### src/rtl/pcu_pkg.sv
package pcu_pkg;

    typedef enum logic [2:0] {
        ACT_HOLD,
        ACT_STEP,
        ACT_LOWR,
        ACT_JUMP,
        ACT_RET,
        ACT_CALL,
        ACT_IRQ
    } pc_act_e;

    typedef struct packed {
        logic irq;
        logic call;
        logic jump;
        logic ret;
        logic lo_wr;
        logic step;
    } strobe_t;

    localparam int IRQ_VECTOR = 4;

    function automatic pc_act_e pick_action(strobe_t s);
        pc_act_e a;
        if (s.irq)        a = ACT_IRQ;
        else if (s.call)  a = ACT_CALL;
        else if (s.ret)   a = ACT_RET;
        else if (s.jump)  a = ACT_JUMP;
        else if (s.lo_wr) a = ACT_LOWR;
        else if (s.step)  a = ACT_STEP;
        else              a = ACT_HOLD;
        return a;
    endfunction

    function automatic logic is_branch(pc_act_e a);
        return (a != ACT_HOLD) && (a != ACT_STEP);
    endfunction

endpackage

### src/rtl/pcu_arb.sv
module pcu_arb
    import pcu_pkg::*;
(
    input  strobe_t strobes_i,
    output pc_act_e act_o,
    output logic    push_o,
    output logic    pop_o,
    output logic    branch_o
);
    always_comb begin
        act_o    = pick_action(strobes_i);
        push_o   = (act_o == ACT_CALL) || (act_o == ACT_IRQ);
        pop_o    = (act_o == ACT_RET);
        branch_o = is_branch(act_o);
    end
endmodule

### src/rtl/pcu_ret_stack.sv
module pcu_ret_stack #(
    parameter int DEPTH = 8,
    parameter int WIDTH = 13
) (
    input  logic             clk,
    input  logic             rst,
    input  logic             push_i,
    input  logic             pop_i,
    input  logic [WIDTH-1:0] push_data_i,
    output logic [WIDTH-1:0] top_o
);
    localparam int PTR_W = (DEPTH > 1) ? $clog2(DEPTH) : 1;
    localparam logic [PTR_W-1:0] LAST = PTR_W'(DEPTH - 1);

    logic [WIDTH-1:0] slot_q [DEPTH];
    logic [PTR_W-1:0] ptr_q;
    logic [PTR_W-1:0] ptr_up;
    logic [PTR_W-1:0] ptr_dn;

    always_comb begin
        ptr_up = (ptr_q == LAST) ? '0 : ptr_q + 1'b1;
        ptr_dn = (ptr_q == '0) ? LAST : ptr_q - 1'b1;
        top_o  = slot_q[ptr_dn];
    end

    always_ff @(posedge clk) begin
        if (rst) begin
            ptr_q <= '0;
            for (int i = 0; i < DEPTH; i++) slot_q[i] <= '0;
        end else if (push_i) begin
            slot_q[ptr_q] <= push_data_i;
            ptr_q         <= ptr_up;
        end else if (pop_i) begin
            ptr_q <= ptr_dn;
        end
    end

    AST_PTR_ADVANCE: assert property (@(posedge clk) disable iff (rst)
        push_i |=> ptr_q == (($past(ptr_q) == LAST) ? '0 : $past(ptr_q) + 1'b1));
    AST_PTR_RETREAT: assert property (@(posedge clk) disable iff (rst)
        (pop_i && !push_i) |=> ptr_q == (($past(ptr_q) == '0) ? LAST : $past(ptr_q) - 1'b1));
    AST_PUSH_STORED: assert property (@(posedge clk) disable iff (rst)
        push_i |=> slot_q[$past(ptr_q)] == $past(push_data_i));
endmodule

### src/rtl/pcu_next_addr.sv
module pcu_next_addr
    import pcu_pkg::*;
#(
    parameter int PC_W      = 13,
    parameter int LIT_W     = 11,
    parameter int MEM_WORDS = 4096
) (
    input  pc_act_e          act_i,
    input  logic [PC_W-1:0]  pc_i,
    input  logic [LIT_W-1:0] lit_i,
    input  logic [7:0]       lo_data_i,
    input  logic [PC_W-9:0]  page_i,
    input  logic [PC_W-1:0]  pop_i,
    output logic [PC_W-1:0]  next_o
);
    localparam logic [PC_W-1:0] MASK = PC_W'(MEM_WORDS - 1);
    localparam logic [PC_W-1:0] VEC  = PC_W'(IRQ_VECTOR);

    logic [PC_W-1:0] raw;

    always_comb begin
        unique case (act_i)
            ACT_STEP:           raw = pc_i + 1'b1;
            ACT_LOWR:           raw = {page_i, lo_data_i};
            ACT_JUMP, ACT_CALL: raw = {page_i[PC_W-9:LIT_W-8], lit_i};
            ACT_RET:            raw = pop_i;
            ACT_IRQ:            raw = VEC;
            default:            raw = pc_i;
        endcase
        next_o = raw & MASK;
    end
endmodule

### src/rtl/pc_unit.sv
module pc_unit
    import pcu_pkg::*;
#(
    parameter int PC_W      = 13,
    parameter int LIT_W     = 11,
    parameter int DEPTH     = 8,
    parameter int MEM_WORDS = 4096
) (
    input  logic             clk,
    input  logic             rst,
    input  logic             step_i,
    input  logic             jump_i,
    input  logic             call_i,
    input  logic             ret_i,
    input  logic             irq_i,
    input  logic             lo_wr_i,
    input  logic [LIT_W-1:0] lit_i,
    input  logic [7:0]       lo_data_i,
    input  logic [PC_W-9:0]  page_i,
    output logic [PC_W-1:0]  fetch_addr_o,
    output logic [7:0]       pcl_o,
    output logic             flush_o
);
    localparam logic [PC_W-1:0] MASK = PC_W'(MEM_WORDS - 1);

    strobe_t         strobes;
    pc_act_e         act;
    logic            push, pop, branch;
    logic [PC_W-1:0] pc_q, pc_d, stack_top;
    logic            flush_q;

    assign strobes = '{irq: irq_i, call: call_i, jump: jump_i,
                       ret: ret_i, lo_wr: lo_wr_i, step: step_i};

    pcu_arb arb_i (
        .strobes_i (strobes),
        .act_o     (act),
        .push_o    (push),
        .pop_o     (pop),
        .branch_o  (branch)
    );

    pcu_ret_stack #(.DEPTH(DEPTH), .WIDTH(PC_W)) stack_i (
        .clk         (clk),
        .rst         (rst),
        .push_i      (push),
        .pop_i       (pop),
        .push_data_i (pc_q),
        .top_o       (stack_top)
    );

    pcu_next_addr #(.PC_W(PC_W), .LIT_W(LIT_W), .MEM_WORDS(MEM_WORDS)) next_i (
        .act_i     (act),
        .pc_i      (pc_q),
        .lit_i     (lit_i),
        .lo_data_i (lo_data_i),
        .page_i    (page_i),
        .pop_i     (stack_top),
        .next_o    (pc_d)
    );

    always_ff @(posedge clk) begin
        if (rst) begin
            pc_q    <= '0;
            flush_q <= 1'b0;
        end else begin
            pc_q    <= pc_d;
            flush_q <= branch;
        end
    end

    assign fetch_addr_o = pc_q;
    assign pcl_o        = pc_q[7:0];
    assign flush_o      = flush_q;

    AST_IRQ_VECTOR: assert property (@(posedge clk) disable iff (rst)
        irq_i |=> fetch_addr_o == PC_W'(IRQ_VECTOR));
    AST_STEP_ONE: assert property (@(posedge clk) disable iff (rst)
        (step_i && !irq_i && !call_i && !ret_i && !jump_i && !lo_wr_i)
        |=> fetch_addr_o == (($past(fetch_addr_o) + 1'b1) & MASK));
    AST_IDLE_HOLD: assert property (@(posedge clk) disable iff (rst)
        !(step_i || irq_i || call_i || ret_i || jump_i || lo_wr_i) |=> $stable(fetch_addr_o));
    AST_RET_TARGET: assert property (@(posedge clk) disable iff (rst)
        (ret_i && !irq_i && !call_i) |=> fetch_addr_o == $past(stack_top));
    AST_FLUSH_RAISED: assert property (@(posedge clk) disable iff (rst)
        (irq_i || call_i || ret_i || jump_i || lo_wr_i) |=> flush_o);
    AST_FLUSH_QUIET: assert property (@(posedge clk) disable iff (rst)
        !(irq_i || call_i || ret_i || jump_i || lo_wr_i) |=> !flush_o);
endmodule

### config.mk
export PLATFORM = sky130hd
export DESIGN_NAME = pc_unit
export DESIGN_NICKNAME = d
export VERILOG_FILES = /design/src/rtl/pcu_pkg.sv /design/src/rtl/pcu_arb.sv /design/src/rtl/pcu_ret_stack.sv /design/src/rtl/pcu_next_addr.sv /design/src/rtl/pc_unit.sv
export SDC_FILE = /design/constraint.sdc
export NUM_CORES = 1
export LEC_CHECK = 0
export CAP_MARGIN = 20
export CORE_MARGIN = 2
export CORE_UTILIZATION = 57
export DETAILED_ROUTE_END_ITERATION = 10
export HOLD_SLACK_MARGIN = 0.12
export MAX_ROUTING_LAYER = met4
export PLACE_DENSITY = 0.8
export SYNTH_ARGS = -nofsm -noshare
export SYNTH_HDL_FRONTEND = slang
export SYNTH_SLANG_ARGS = --single-unit
### constraint.sdc
create_clock -name clk -period 2.4 [get_ports clk]
set_input_delay 0.36 -clock clk [delete_from_list [all_inputs] [get_ports clk]]
set_output_delay 0.36 -clock clk [all_outputs]
set_load 0.01 [all_outputs]
== Word-level counts from Yosys, hierarchy flattened ==
Memories as Yosys holds them, arrays and structs flattened.
Index checks and enable logic that the tools add are counted.

* Flip-flop bits (word level): 16
* Latch bits: 0
* RAM bits: 96
* Bits in read-only memories: 0
* Bits of input ports: 32
* Output and inout bits: 22
* Word-level logic and storage cells: 42
* Memories: 1

{| class="wikitable"
|+ Memories
! name !! words !! width !! read ports !! clocked after memory_dff !! write ports !! line !! source
|-
| stack_i.slot_q || 8 || 12 || 1 || 0 || 8 || pcu_ret_stack.sv:15 || <nowiki>logic [WIDTH-1:0] slot_q [DEPTH];</nowiki>
|}

* Add/sub/neg operators: 3
* Multiply operators: 0
* Divide/modulo/power cells: 0
* Order comparisons: 0
* Equality and inequality tests: 8
* Shift-type cells: 0
* Multiplexer cells: 19
* Bitwise logic cells: 0
* Reduce and logical (&&, ||, !) cells: 8

{| class="wikitable"
|+ Operators by type and width
! operator !! number
|-
| $pmux 12 s5 || 1
|-
| $mux 3 || 10
|-
| $add 12x1->12 const B || 1
|-
| $eq 3x3->1 const B || 4
|-
| $mux 12 || 1
|-
| $reduce_or 12->1 || 1
|-
| $mux 1 || 7
|-
| $eq 3x2->1 const B || 2
|-
| $reduce_bool 5->1 || 1
|-
| $add 3x1->3 const B || 1
|-
| $eq 3x1->1 const B || 1
|-
| $logic_not 3->1 || 1
|-
| $ne 3x1->1 const B || 1
|-
| $reduce_bool 3->1 || 1
|-
| $sub 3x1->3 const B || 1
|-
| $reduce_bool 2->1 || 1
|-
| $reduce_or 2->1 || 1
|-
| $logic_and 1x1->1 || 1
|-
| $logic_or 1x1->1 || 1
|}

== Longest topological paths before layout ==
* Depth in word-level cells: 13
* Depth in mapped cells: 9
* Gate-level depth less buffers: 8

== Hierarchy ==
Synthesis repeated with hierarchy kept, for this count alone.

* Cells, all modules: 551
* Area, all modules: 6495.0 µm²

{| class="wikitable"
|+ Modules (own cells, without submodules)
! module !! times used !! cells each !! area each (µm²) !! seq. area each (µm²)
|-
| pcu_ret_stack || 1 || 355 || 5022.3 || 3183.1
|-
| pcu_next_addr || 1 || 148 || 939.7 || 0.0
|-
| pc_unit || 1 || 37 || 467.9 || 280.3
|-
| pcu_arb || 1 || 11 || 65.1 || 0.0
|}

== Worst setup path before layout ==
OpenSTA, ideal clock, no wires.

* Path kind: register to register
* Start: register stack_i.ptr_q[1]
* End: register pc_q[1], in the netlist fetch_addr_o[1]
* Library setup time: 0.140 ns
* Arrival time: 2.028 ns
* Required time: 2.260 ns
* Slack: 0.232 ns
* Cell stages (with the launch flop): 8
* Buffers on the path: 2
* Clock period less this slack: 2.168 ns
* Cell sequence: dfxtp_1 -> inv_1 -> ha_1 -> buf_2 -> buf_2 -> mux4_2 -> a21oi_1 -> a221oi_2

* Cells in the longest elaborated chain, start to end: 4
* Elaborated cells between the ends (all ways): 5
* Classes of those cells: add/sub (1); mux (2); reduce/logical (1); memory (1)

{| class="wikitable"
|+ RTL lines
! item !! line !! source
|-
| from (decl) || pcu_ret_stack.sv:16 || <nowiki>logic [PTR_W-1:0] ptr_q;</nowiki>
|-
| from (signal assigned) || pcu_ret_stack.sv:32 || <nowiki>ptr_q <= ptr_up;</nowiki>
|-
| from (signal assigned) || pcu_ret_stack.sv:34 || <nowiki>ptr_q <= ptr_dn;</nowiki>
|-
| $sub 3x1->3 or $logic_not 3->1 (tied branches) || pcu_ret_stack.sv:22 || <nowiki>ptr_dn = (ptr_q == '0) ? LAST : ptr_q - 1'b1;</nowiki>
|-
| $mux 3 * || pcu_ret_stack.sv:22 ||
|-
| $mem_v2 8x12 * || - ||
|-
| $pmux 12 s5 * || pcu_next_addr.sv:22 || <nowiki>unique case (act_i)</nowiki>
|-
| to (signal assigned) || pc_unit.sv:67 || <nowiki>pc_q <= pc_d;</nowiki>
|-
| to (decl) || pc_unit.sv:29 || <nowiki>logic [PC_W-1:0] pc_q, pc_d, stack_top;</nowiki>
|}

Mark *: on every way between the ends. The rest lies on a longest branch, timed or not.
A chain may end at the register's enable or synchronous reset.

== Final worst setup path ==
* Start: register stack_i.ptr_q[0]
* End: register pc_q[3], in the netlist fetch_addr_o[3]

The elaborated chain is that of the path after synthesis.

==> impl_results.md <==
* WL met3 at 975 um
* Crit path required time at 2660 ps
* P_int at 2.985 mW
* Clock transition at the registers of the reported paths at ~100 ps
* First-pass GRT wire length at 20,180 um
* M1 WL at about 5400 um
* Initial Util at 0.5776
* Setup violations, final at 0
* Final Wtd Congestion at about 0.86
* Final Max Slew Viols at 0
* Met2 WL at 6626 um
* Cell variety after synth at 48
* Seq/Total Area, Yosys at 0.5753
* Post-Route Setup TNS at 0 ps
* CTS tree: done
* Initial antenna violation count at 0
* Yosys warns at 0
* DRT Wirelength at 13,500 um
* Avg Inst Size Synth at around 13 um^2
* Cell taking the most area after synthesis: edfxtp_1
* Crit path time final at 2289 ps
* Area grow syn2layout at 16.83%
* Crit-path max FO at 6
* Slew Limit Headroom at 0.5847
* Iter 0 DRT Violations at 280
* Root Driver: clkbuf_8
* FFs w/ async S/R, synth at 0
* Top-area cell type share of the netlist area at 0.5178
* Clock Skews at between 8 and 9 ps
* Final ANT Viol Nets at 0
* Setup crit start kind: flop
* Worst vdd ir at 0.0003590 V
* IO Port Bufs at 51
* TritonCTS Buffers at 9
* Top Layer Used: met4
* Endpoints failing hold at 0
* Reg2reg path depth at 7
* Post-layout nets at 515
* Die height at 102.8 um
* GRT overflow at 0
* Ranking of synthesized cells by area: edfxtp_1 (52%), and2_1 (11%), mux4_2 (9.7%), dfxtp_1 (5.8%), clkbuf_1 (1.8%)
* FMAX at 0.4368 GHz
* Synthesized Nets at around 460
* # IOs at 54
* Number of synthesized register bits at ~110
* Min-Delay Path Depth at 2
* Crit. End Element: flop
* Critical path class: flop to flop
* Largest net degree at the start of global routing at 25
* Fillers at about 730
* Clk Latency, worst-skew pair at 370 ps
* Sink Count at 112
* Post-synth top flop: edfxtp_1
* CTS max path bufs at 2
* H-tree Lvls at 3
* Number of global-route vias before repair at 3,671
* Final Non-Filler Cells at 616
* Share of cells above drive strength 1 at 0.1988
* Switching Fraction at 0.2695
* Core footprint at 9639 um^2
* Routed wire per std cell at around 22 um
* Die X at 102.8 um
* Multi-input gate area at 2125 um^2
* Slew @ Worst Pin at approximately 620 ps
* Most frequent cells in the layout: and2_1 (96), edfxtp_1 (96), clkdlybuf4s50_1 (51)
* FF/Latch Area at 3203 um^2
* HPWL Detailed at just over 9000 um
* Seq pwr share at 0.556
* Net Switching at approximately 1.1 mW
* Syn Std Cell Area at 5568 um^2
* Num rows at 36
* Clk pwr share at 0.259
* Pwr Density at 628.3 nW/um^2
* Hold Path Class: flop to flop
* DRC viols at 0
* Reg2reg setup slack at 110 ps
* Outcome: finished clean
* All-Layer GR Usage at 0.2777
* Period utilisation layout at 0.9539
* Via count at 3,690
* Comb power frac at 0.185
* Max-cap violations at 0
* Routed vias/inst at between 5 and 6
* Synth Instances at 425
* CP Data Arrival Time at 2550 ps
* Antenna diodes at 0
* Placed cells at 600
* Static Leak at 2.373 nW
* Die ar. at approximately 11,000 um^2
* RSZ-0062 raised after global routing: false
* Post-synth EDFFs at 96
* Initial DRT Pass Iterations at 5
==> cell type report <==
cell class	instances	share of cell area
clock inverter	6	0.008463
inverter	6	0.003462
sequential	112	0.4924
tap	133	0.02558
clock buffer	10	0.01962
multi-input combinational	262	0.3266
timing repair buffer	87	0.1239
==> timing repair <==
item                                    in CTS  in global routing
setup buffers                                0                  0
gates resized for setup                      1                  1
endpoints found under the setup margin       1                  1
hold endpoints to repair                     0                  0
hold buffers                                 0                  0
==> cells in the mapped netlist, types with 2 or more instances <==
cell,n
dfxtp_1,16
and2_1,96
nor3_1,4
buf_6,2
inv_1,6
a221oi_2,5
nor2_1,16
a22oi_1,3
buf_1,2
nand2_1,24
mux4_2,24
buf_2,6
o211ai_1,2
xor2_1,7
a221oi_1,6
nand2b_1,4
a2bb2oi_1,2
or3_1,4
buf_4,9
nand4_1,5
edfxtp_1,96
or2_2,9
clkbuf_1,26
a222oi_1,2
and3_1,2
a221o_1,4
nor2b_1,2
xnor2_1,3
ha_1,5
o21ai_0,2
a21oi_1,14
==> worst max-delay path, stage by stage (launching register included) <==
cell and delay (ps):
dfxtp_1 350, inv_1 70, ha_1 420, buf_4 240, mux4_2 360, nor2b_1 60, or3_1 360, a221oi_1 330
==> sequential cells by signal, summed over array words and instances (netlist names) <==
signal / flops
stack_i.ptr_q: 3
flush_o: 1
fetch_addr_o: 12
stack_i.slot_q: 96
==> worst paths after layout <==
check,start,endpoint
worst min-delay path,fetch_addr_o[1],fetch_addr_o[1]
worst max register to register,stack_i.ptr_q[0],fetch_addr_o[3]
worst max-delay path,stack_i.ptr_q[0],fetch_addr_o[3]
worst min register to register,fetch_addr_o[1],fetch_addr_o[1]
==> kinds of logic (layout without fill, tap and decap cells) <==
family | Yosys count | after routing | synth area share
DFF | 112 | 112 | 0.5753
buffers and inverters | 51 | 109 | 0.04449
muxes | 25 | 25 | 0.09888
and+or+nand+nor | 173 | 173 | 0.1825
AOI/OAI and AO/OA | 48 | 48 | 0.07124
adders and majority gates | 5 | 5 | 0.01124
other | 1 | 1 | 0.0006735
xor gates and xnor gates | 10 | 10 | 0.01573
==> through the flow <==
stage	area (um^2)	hold WS, ps	worst slack, ps	utilization	power, mW
after floorplan	5568	443.1	232.3	-	2.738
after global placement	6315	593.7	42.58	0.6551	3.045
after detailed placement	6315	624.6	42.37	0.6551	3.061
after CTS	6500	638.1	105.1	0.6743	4.089
after global routing	6505	670.7	4.852	0.6748	4.221
final	6505	634.8	110.7	0.6748	4.087
==> power by group through the flow <==
| stage | clock network [mW] | logic (mW) | registers [mW] |
|---|---|---|---|
| 3_3_place_gp | 0 | 0.737 | 2.31 |
| 4_1_cts | 1.07 | 0.751 | 2.27 |
| 3_5_place_dp | 0 | 0.744 | 2.32 |
| 2_1_floorplan | 0 | 0.445 | 2.29 |
| 5_1_grt | 1.14 | 0.802 | 2.28 |
| 6_report | 1.06 | 0.756 | 2.27 |
==> layer usage <==
metal  up-vias  track usage
met2       182       0.4208
li1       1648            -
met5         -            -
met3        40      0.04746
met4         0       0.1306
met1      1820       0.3703
Note: power is estimated with default switching activity, not from simulation.
